<file path="src/rtl/mgmt_intc_pkg.sv">
package mgmt_intc_pkg;
  localparam int unsigned DATA_W = 32;

  typedef enum logic [1:0] {
    TRIG_HIGH = 2'd0,
    TRIG_LOW  = 2'd1,
    TRIG_RISE = 2'd2,
    TRIG_FALL = 2'd3
  } trig_e;

  // register select codes, equal to word index of the byte offset
  localparam logic [2:0] SEL_PEND = 3'd0;
  localparam logic [2:0] SEL_EN   = 3'd1;
  localparam logic [2:0] SEL_MASK = 3'd2;
  localparam logic [2:0] SEL_RESP = 3'd3;
  localparam logic [2:0] SEL_TRIG = 3'd4;
  localparam logic [2:0] SEL_NONE = 3'd7;
  localparam int unsigned NUM_WORDS = 5;
endpackage

</file>
<file path="src/rtl/mgmt_intc_nmi_cond.sv">
module mgmt_intc_nmi_cond
  import mgmt_intc_pkg::*;
(
  input  logic  clk_i,
  input  logic  rst_ni,
  input  logic  nmi_i,
  input  trig_e trig_i,
  output logic  evt_o
);
  logic prev_q;

  always_ff @(posedge clk_i or negedge rst_ni) begin
    if (!rst_ni) prev_q <= 1'b0;
    else         prev_q <= nmi_i;
  end

  always_comb begin
    unique case (trig_i)
      TRIG_HIGH: evt_o = nmi_i;
      TRIG_LOW:  evt_o = !nmi_i;
      TRIG_RISE: evt_o = nmi_i && !prev_q;
      TRIG_FALL: evt_o = !nmi_i && prev_q;
      default:   evt_o = 1'b0;
    endcase
  end


  rise_evt_chk: assert property (@(posedge clk_i) disable iff (!rst_ni)
    (trig_i == TRIG_RISE && $rose(nmi_i)) |-> evt_o);

  fall_evt_chk: assert property (@(posedge clk_i) disable iff (!rst_ni)
    (trig_i == TRIG_FALL && evt_o) |-> !nmi_i);
endmodule

</file>
<file path="src/rtl/mgmt_intc_cfg.sv">
module mgmt_intc_cfg
  import mgmt_intc_pkg::*;
#(
  parameter int unsigned NUM_SRC = 32
) (
  input  logic               clk_i,
  input  logic               rst_ni,
  input  logic [2:0]         sel_i,
  input  logic               we_i,
  input  logic [DATA_W-1:0]  wdata_i,
  output logic [NUM_SRC-1:0] en_o,
  output logic [NUM_SRC-1:0] mask_o,
  output logic [NUM_SRC-1:0] resp_o,
  output trig_e              trig_o,
  output logic [NUM_SRC-1:0] clr_o
);
  logic [NUM_SRC-1:0] wval;
  assign wval = wdata_i[NUM_SRC-1:0];

  always_ff @(posedge clk_i or negedge rst_ni) begin
    if (!rst_ni) begin
      en_o   <= '0;
      mask_o <= '0;
      resp_o <= '0;
      trig_o <= TRIG_HIGH;
    end else if (we_i) begin
      if (sel_i == SEL_EN)   en_o   <= wval;
      if (sel_i == SEL_MASK) mask_o <= wval;
      if (sel_i == SEL_RESP) resp_o <= wval;
      if (sel_i == SEL_TRIG) trig_o <= trig_e'(wdata_i[1:0]);
    end
  end

  // write-one-to-clear strobe for the pending bank
  assign clr_o = (we_i && sel_i == SEL_PEND) ? wval : '0;


  cfg_hold_chk: assert property (@(posedge clk_i) disable iff (!rst_ni)
    !we_i |=> $stable(en_o) && $stable(mask_o) && $stable(resp_o));
endmodule

</file>
<file path="src/rtl/mgmt_intc_pend.sv">
module mgmt_intc_pend #(
  parameter int unsigned NUM_SRC = 32
) (
  input  logic               clk_i,
  input  logic               rst_ni,
  input  logic [NUM_SRC-1:0] req_i,
  input  logic [NUM_SRC-1:0] en_i,
  input  logic [NUM_SRC-1:0] clr_i,
  output logic [NUM_SRC-1:0] pend_o
);
  for (genvar i = 0; i < NUM_SRC; i++) begin : g_bit
    logic q;
    always_ff @(posedge clk_i or negedge rst_ni) begin
      if (!rst_ni)                q <= 1'b0;
      else if (req_i[i] && en_i[i]) q <= 1'b1;   // set wins over clear
      else if (clr_i[i])          q <= 1'b0;
    end
    assign pend_o[i] = q;
  end


  no_spurious_set_chk: assert property (@(posedge clk_i) disable iff (!rst_ni)
    1'b1 |=> ((pend_o & ~$past(pend_o) & ~$past(req_i & en_i)) == '0));

  pend_hold_chk: assert property (@(posedge clk_i) disable iff (!rst_ni)
    1'b1 |=> (($past(pend_o) & ~$past(clr_i) & ~pend_o) == '0));

  w1c_clear_chk: assert property (@(posedge clk_i) disable iff (!rst_ni)
    ((clr_i & ~(req_i & en_i)) != '0) |=>
      ((pend_o & $past(clr_i & ~(req_i & en_i))) == '0));
endmodule

</file>
<file path="src/rtl/mgmt_intc.sv">
module mgmt_intc
  import mgmt_intc_pkg::*;
#(
  parameter int unsigned NUM_SRC = 32,
  parameter int unsigned ADDR_W  = 5
) (
  input  logic              clk_i,
  input  logic              rst_ni,
  input  logic              nmi_i,
  input  logic [NUM_SRC-1:1] src_i,
  input  logic [ADDR_W-1:0] reg_addr_i,
  input  logic              reg_we_i,
  input  logic [DATA_W-1:0] reg_wdata_i,
  output logic [DATA_W-1:0] reg_rdata_o,
  output logic              irq_o
);
  localparam int unsigned WI_W = ADDR_W - 2;

  logic [WI_W-1:0]    word_idx;
  logic               acc_hit;
  logic [2:0]         sel;
  logic [NUM_SRC-1:0] en, mask, resp, clr, pend, req;
  trig_e              trig;
  logic               nmi_evt;

  assign word_idx = reg_addr_i[ADDR_W-1:2];
  assign acc_hit  = (reg_addr_i[1:0] == 2'b00) && (word_idx < WI_W'(NUM_WORDS));
  assign sel      = acc_hit ? word_idx[2:0] : SEL_NONE;

  mgmt_intc_cfg #(.NUM_SRC(NUM_SRC)) u_cfg (
    .clk_i   (clk_i),
    .rst_ni  (rst_ni),
    .sel_i   (sel),
    .we_i    (reg_we_i),
    .wdata_i (reg_wdata_i),
    .en_o    (en),
    .mask_o  (mask),
    .resp_o  (resp),
    .trig_o  (trig),
    .clr_o   (clr)
  );

  mgmt_intc_nmi_cond u_nmi (
    .clk_i  (clk_i),
    .rst_ni (rst_ni),
    .nmi_i  (nmi_i),
    .trig_i (trig),
    .evt_o  (nmi_evt)
  );

  assign req = {src_i, nmi_evt};

  mgmt_intc_pend #(.NUM_SRC(NUM_SRC)) u_pend (
    .clk_i  (clk_i),
    .rst_ni (rst_ni),
    .req_i  (req),
    .en_i   (en),
    .clr_i  (clr),
    .pend_o (pend)
  );

  // no priority: any response bit blocks the whole request
  assign irq_o = (resp == '0) && ((pend & ~mask) != '0);

  always_comb begin
    reg_rdata_o = '0;
    unique case (sel)
      SEL_PEND: reg_rdata_o[NUM_SRC-1:0] = pend;
      SEL_EN:   reg_rdata_o[NUM_SRC-1:0] = en;
      SEL_MASK: reg_rdata_o[NUM_SRC-1:0] = mask;
      SEL_RESP: reg_rdata_o[NUM_SRC-1:0] = resp;
      SEL_TRIG: reg_rdata_o[1:0]         = trig;
      default:  reg_rdata_o              = '0;
    endcase
  end


  resp_block_chk: assert property (@(posedge clk_i) disable iff (!rst_ni)
    (resp != '0) |-> !irq_o);

  irq_cause_chk: assert property (@(posedge clk_i) disable iff (!rst_ni)
    irq_o |-> ((pend & ~mask) != '0));
endmodule

</file>
<file path="config.mk">
export PLATFORM = sky130hd
export DESIGN_NAME = mgmt_intc
export DESIGN_NICKNAME = d
export VERILOG_FILES = /design/src/rtl/mgmt_intc_pkg.sv /design/src/rtl/mgmt_intc_nmi_cond.sv /design/src/rtl/mgmt_intc_cfg.sv /design/src/rtl/mgmt_intc_pend.sv /design/src/rtl/mgmt_intc.sv
export SDC_FILE = /design/constraint.sdc
export NUM_CORES = 1
export LEC_CHECK = 0
export ABC_AREA = 1
export CORE_MARGIN = 10
export CORE_UTILIZATION = 65
export CTS_BUF_LIST = sky130_fd_sc_hd__clkbuf_8
export DETAILED_ROUTE_END_ITERATION = 8
export DONT_BUFFER_PORTS = 1
export PLACE_DENSITY = 0.92
export SYNTH_ARGS = -nofsm -noshare
export SYNTH_HDL_FRONTEND = slang
export SYNTH_SLANG_ARGS = --single-unit
</file>
<file path="constraint.sdc">
create_clock -name clk_i -period 3.41 [get_ports clk_i]
set_input_delay 0.341 -clock clk_i [delete_from_list [all_inputs] [get_ports clk_i]]
set_output_delay 0.341 -clock clk_i [all_outputs]
set_load 0.01 [all_outputs]
</file>
==> impl_metrics.sql <==
INSERT INTO impl_metrics (metric_group, metric, value, unit) VALUES
('run_status', 'outcome', 'complete, no violations', ''),
('finish', 'final_nets', '877', ''),
('sta', 'hold-worst-slack', '18.5', 'ps'),
('finish', 'final_layout_size_suffix_gt1_share', '5.99', '%'),
('detailed_routing', 'routed_via_density', '5.78', ''),
('worst_hold_path', 'tightest_hold_check_type', 'primary input to register', ''),
('clock_tree', 'clk-insertion-delay-late', '440', 'ps'),
('sta', 'final_worst_path_cycle_share', '67.1', '%'),
('finish', 'layout.filler_cells', '661', ''),
('synth', 'synth-seq-cells', '131', ''),
('global_route', 'gr-usage-met3', '8.41', '%'),
('detailed_routing', 'antenna_left', '0', ''),
('clock_tree', 'clk_transition_reported_paths', '80', 'ps'),
('clock_tree', 'tritoncts.num_buffers', '17', ''),
('placed_design', 'dp_hpwl', '10800', 'um'),
('floorplanning', 'die_area', '13700', 'sq um'),
('placed_design', 'portBuffers', '0', ''),
('synth', 'leading_cell_type_by_number_of_instances_after_synthesis', 'sky130_fd_sc_hd__nand2_1', ''),
('clock_tree', 'number_of_sinks_driven_by_the_clock_tree', '131', ''),
('synth', 'yosysUniqueCellTypes', '21', ''),
('placed_design', 'dpl_cell_area', '6150', 'sq um'),
('finish', 'syn_to_final_growth', '11.8', '%'),
('sta', 'slew_violations', '0', ''),
('sta', 'final-setup-viol-count', '0', ''),
('global_route', 'maximum_number_of_pins_on_one_net_before_global_route_repair', '132', ''),
('synth', 'netlist.top_cell.by_area', 'sky130_fd_sc_hd__dfrtp_1', ''),
('synth', 'warnings_from_yosys', '0', ''),
('sta', 'clock.fmax', '0.437', 'GHz'),
('synth', 'synthDominantCellAreaShare', '53.6', '%'),
('floorplanning', 'die_x', '117', 'um'),
('placed_design', 'dp_worst_setup_slack', '942', 'ps'),
('critical_path', 'critical_path.startpoint_type', 'primary input', ''),
('global_route', 'overflow_left_after_global_routing', '0', ''),
('critical_path', 'worstSetupEndpointType', 'primary output', ''),
('critical_path', 'timing.critical_path.required', '3070', 'ps'),
('detailed_routing', 'route.vias.total', '5372', ''),
('synth', 'synth-seq-area-share', '53.6', '%'),
('critical_path', 'path_max_fanout', '18', ''),
('floorplanning', 'die_height', '117', 'um'),
('synth', 'postSynthAreaPerCell', '7.70', 'sq um'),
('detailed_routing', 'drtPass1Iterations', '5', ''),
('critical_path', 'critPathKind', 'primary input to primary output', ''),
('floorplanning', 'rows', '35', ''),
('placed_design', 'gp_congestion', '0.837', ''),
('sta', 'finalSetupTns', '0', 'ps'),
('synth', 'post_synth_instance_area', '6120', 'sq um'),
('floorplanning', 'start_util', '66.5', '%'),
('synth', 'yosys_most_used_dff', 'sky130_fd_sc_hd__dfrtp_1', ''),
('finish', 'fin_area', '6840', 'sq um'),
('detailed_routing', 'wl_per_cell', '17.2', 'um'),
('synth', 'synthesis.nets', '866', ''),
('global_route', 'grt_usage', '24.7', '%'),
('power_and_ir_drop', 'worst_ir_drop_vdd', '0.000410', 'V'),
('sta', 'post-route-worst-setup-slack', '1120', 'ps'),
('sta', 'slew-limit-headroom', '49.4', '%'),
('placed_design', 'placed_cells_incl_taps', '878', ''),
('synth', 'synth.top_cells.by_count', 'sky130_fd_sc_hd__nand2_1, sky130_fd_sc_hd__dfrtp_1, sky130_fd_sc_hd__o21ai_1, sky130_fd_sc_hd__inv_1, sky130_fd_sc_hd__o21ai_0', ''),
('clock_tree', 'cts-htree-levels', '4', ''),
('critical_path', 'arrival_worst_endpoint', '1950', 'ps'),
('global_route', 'global_route.peak_usage_layer', 'met2', ''),
('power_and_ir_drop', 'leakage', '0.00323', 'uW'),
('global_route', 'grt_pass1_vias', '5456', ''),
('global_route', 'globalRouteMet2Util', '39.9', '%'),
('finish', 'instances_no_fill', '929', ''),
('sta', 'min_period', '2290', 'ps'),
('sta', 'report.final.hold_viol_count', '0', ''),
('global_route', 'first_pass_grt_wire_length', '26400', 'um'),
('sta', 'worst-slew-pin-transition', '757', 'ps'),
('synth', 'netlist_instances', '794', ''),
('global_route', 'use_met1', '29.6', '%'),
('sta', 'fin_skew', '6.27', 'ps');
-- state kept, by name (all words and copies together) (netlist names) --
register and flops:
u_cfg.en_o 32, u_cfg.resp_o 32, u_cfg.trig_o 2, u_cfg.mask_o 32, u_nmi.prev_q 1, u_pend.g_bit.q 32
-- cells in the final DEF (no fill, tap or decap), types with 2 or more instances in the layout --
cell type	instances
sky130_fd_sc_hd__clkinv_2	2
sky130_fd_sc_hd__buf_4	7
sky130_fd_sc_hd__nand4_1	34
sky130_fd_sc_hd__dlygate4sd3_1	18
sky130_fd_sc_hd__dfrtp_1	131
sky130_fd_sc_hd__inv_1	73
sky130_fd_sc_hd__nand3_1	3
sky130_fd_sc_hd__nand2_2	3
sky130_fd_sc_hd__nor3_4	2
sky130_fd_sc_hd__clkbuf_8	20
sky130_fd_sc_hd__a21oi_1	3
sky130_fd_sc_hd__o21ai_1	78
sky130_fd_sc_hd__nor2_1	32
sky130_fd_sc_hd__nand2_1	336
sky130_fd_sc_hd__o21ai_0	58
sky130_fd_sc_hd__bufinv_16	5
sky130_fd_sc_hd__clkinv_4	4
-- power breakdown --
group	switching, uW	internal (uW)	leakage, uW
registers	218	1810	0.00157
logic	299	196	0.00142
clock network	618	931	0.000239
-- area by class of cell --
| cell class | instances | area, sq um | share of cell area [%] |
|---|---|---|---|
| Sequential cell | 131 | 3280 | 48.0 |
| Multi-Input combinational cell | 555 | 2400 | 35.2 |
| Inverter | 74 | 278 | 4.06 |
| Clock buffer | 20 | 275 | 4.03 |
| Timing Repair Buffer | 26 | 260 | 3.81 |
| Clock inverter | 12 | 203 | 2.96 |
| Tap cell | 111 | 139 | 2.03 |
-- kinds of logic (layout without fill, tap and decap cells) --
logic type | after synthesis | in the layout | synth area share [%]
flops | 131 | 131 | 53.6
buf+inv | 108 | 132 | 7.12
compound gates | 140 | 140 | 11.5
simple gates | 415 | 415 | 27.8
-- through the flow --
stage	util (%)	total power, uW
3_5_place_dp	66.9	2500
3_3_place_gp	66.9	2440
6_report	74.3	4080
4_1_cts	73.5	4080
5_1_grt	74.3	4290
2_1_floorplan	-	2350
-- what timing repair did --
item                                    4_1_cts  5_1_grt
buffers inserted                              0        0
endpoints found under the setup margin        0        0
hold buffers                                 11        8
endpoints found under the hold margin       140        8
gates resized for setup                       0        0
-- worst paths after layout --
| check | from | end | slack (ps) | cells after the start |
|---|---|---|---|---|
| min in group asynchronous | rst_ni | u_cfg.mask_o[1]$_DFFE_PN0P_ | 470 | 2 |
| setup / recovery | reg_addr_i[1] | reg_rdata_o[1] | 1120 | 8 |
| setup reg to reg | u_cfg.trig_o[1]$_DFFE_PN0P_ | u_pend.g_bit[0].q$_DFFE_PN0P_ | 2480 | 5 |
| max in group asynchronous | rst_ni | u_cfg.mask_o[4]$_DFFE_PN0P_ | 2330 | 2 |
| hold reg to reg | u_cfg.mask_o[0]$_DFFE_PN0P_ | u_cfg.mask_o[0]$_DFFE_PN0P_ | 490 | 2 |
| hold / removal | src_i[27] | u_pend.g_bit[27].q$_DFFE_PN0P_ | 20 | 2 |
-- critical path, stage by stage --
cell	delay [ps]
sky130_fd_sc_hd__nor2_2	110
sky130_fd_sc_hd__nand2_2	140
sky130_fd_sc_hd__nor3_4	610
sky130_fd_sc_hd__buf_4	380
sky130_fd_sc_hd__nand2_1	100
sky130_fd_sc_hd__nand2_1	70
sky130_fd_sc_hd__inv_1	40
sky130_fd_sc_hd__nand3_1	140
-- per-layer routing --
metal	wire length (um)	vias to the layer above
li1	-	2540
met3	1420	31
met1	6250	2566
met5	0	-
met2	7970	235
met4	359	0
(Power assumes the default switching activity.)
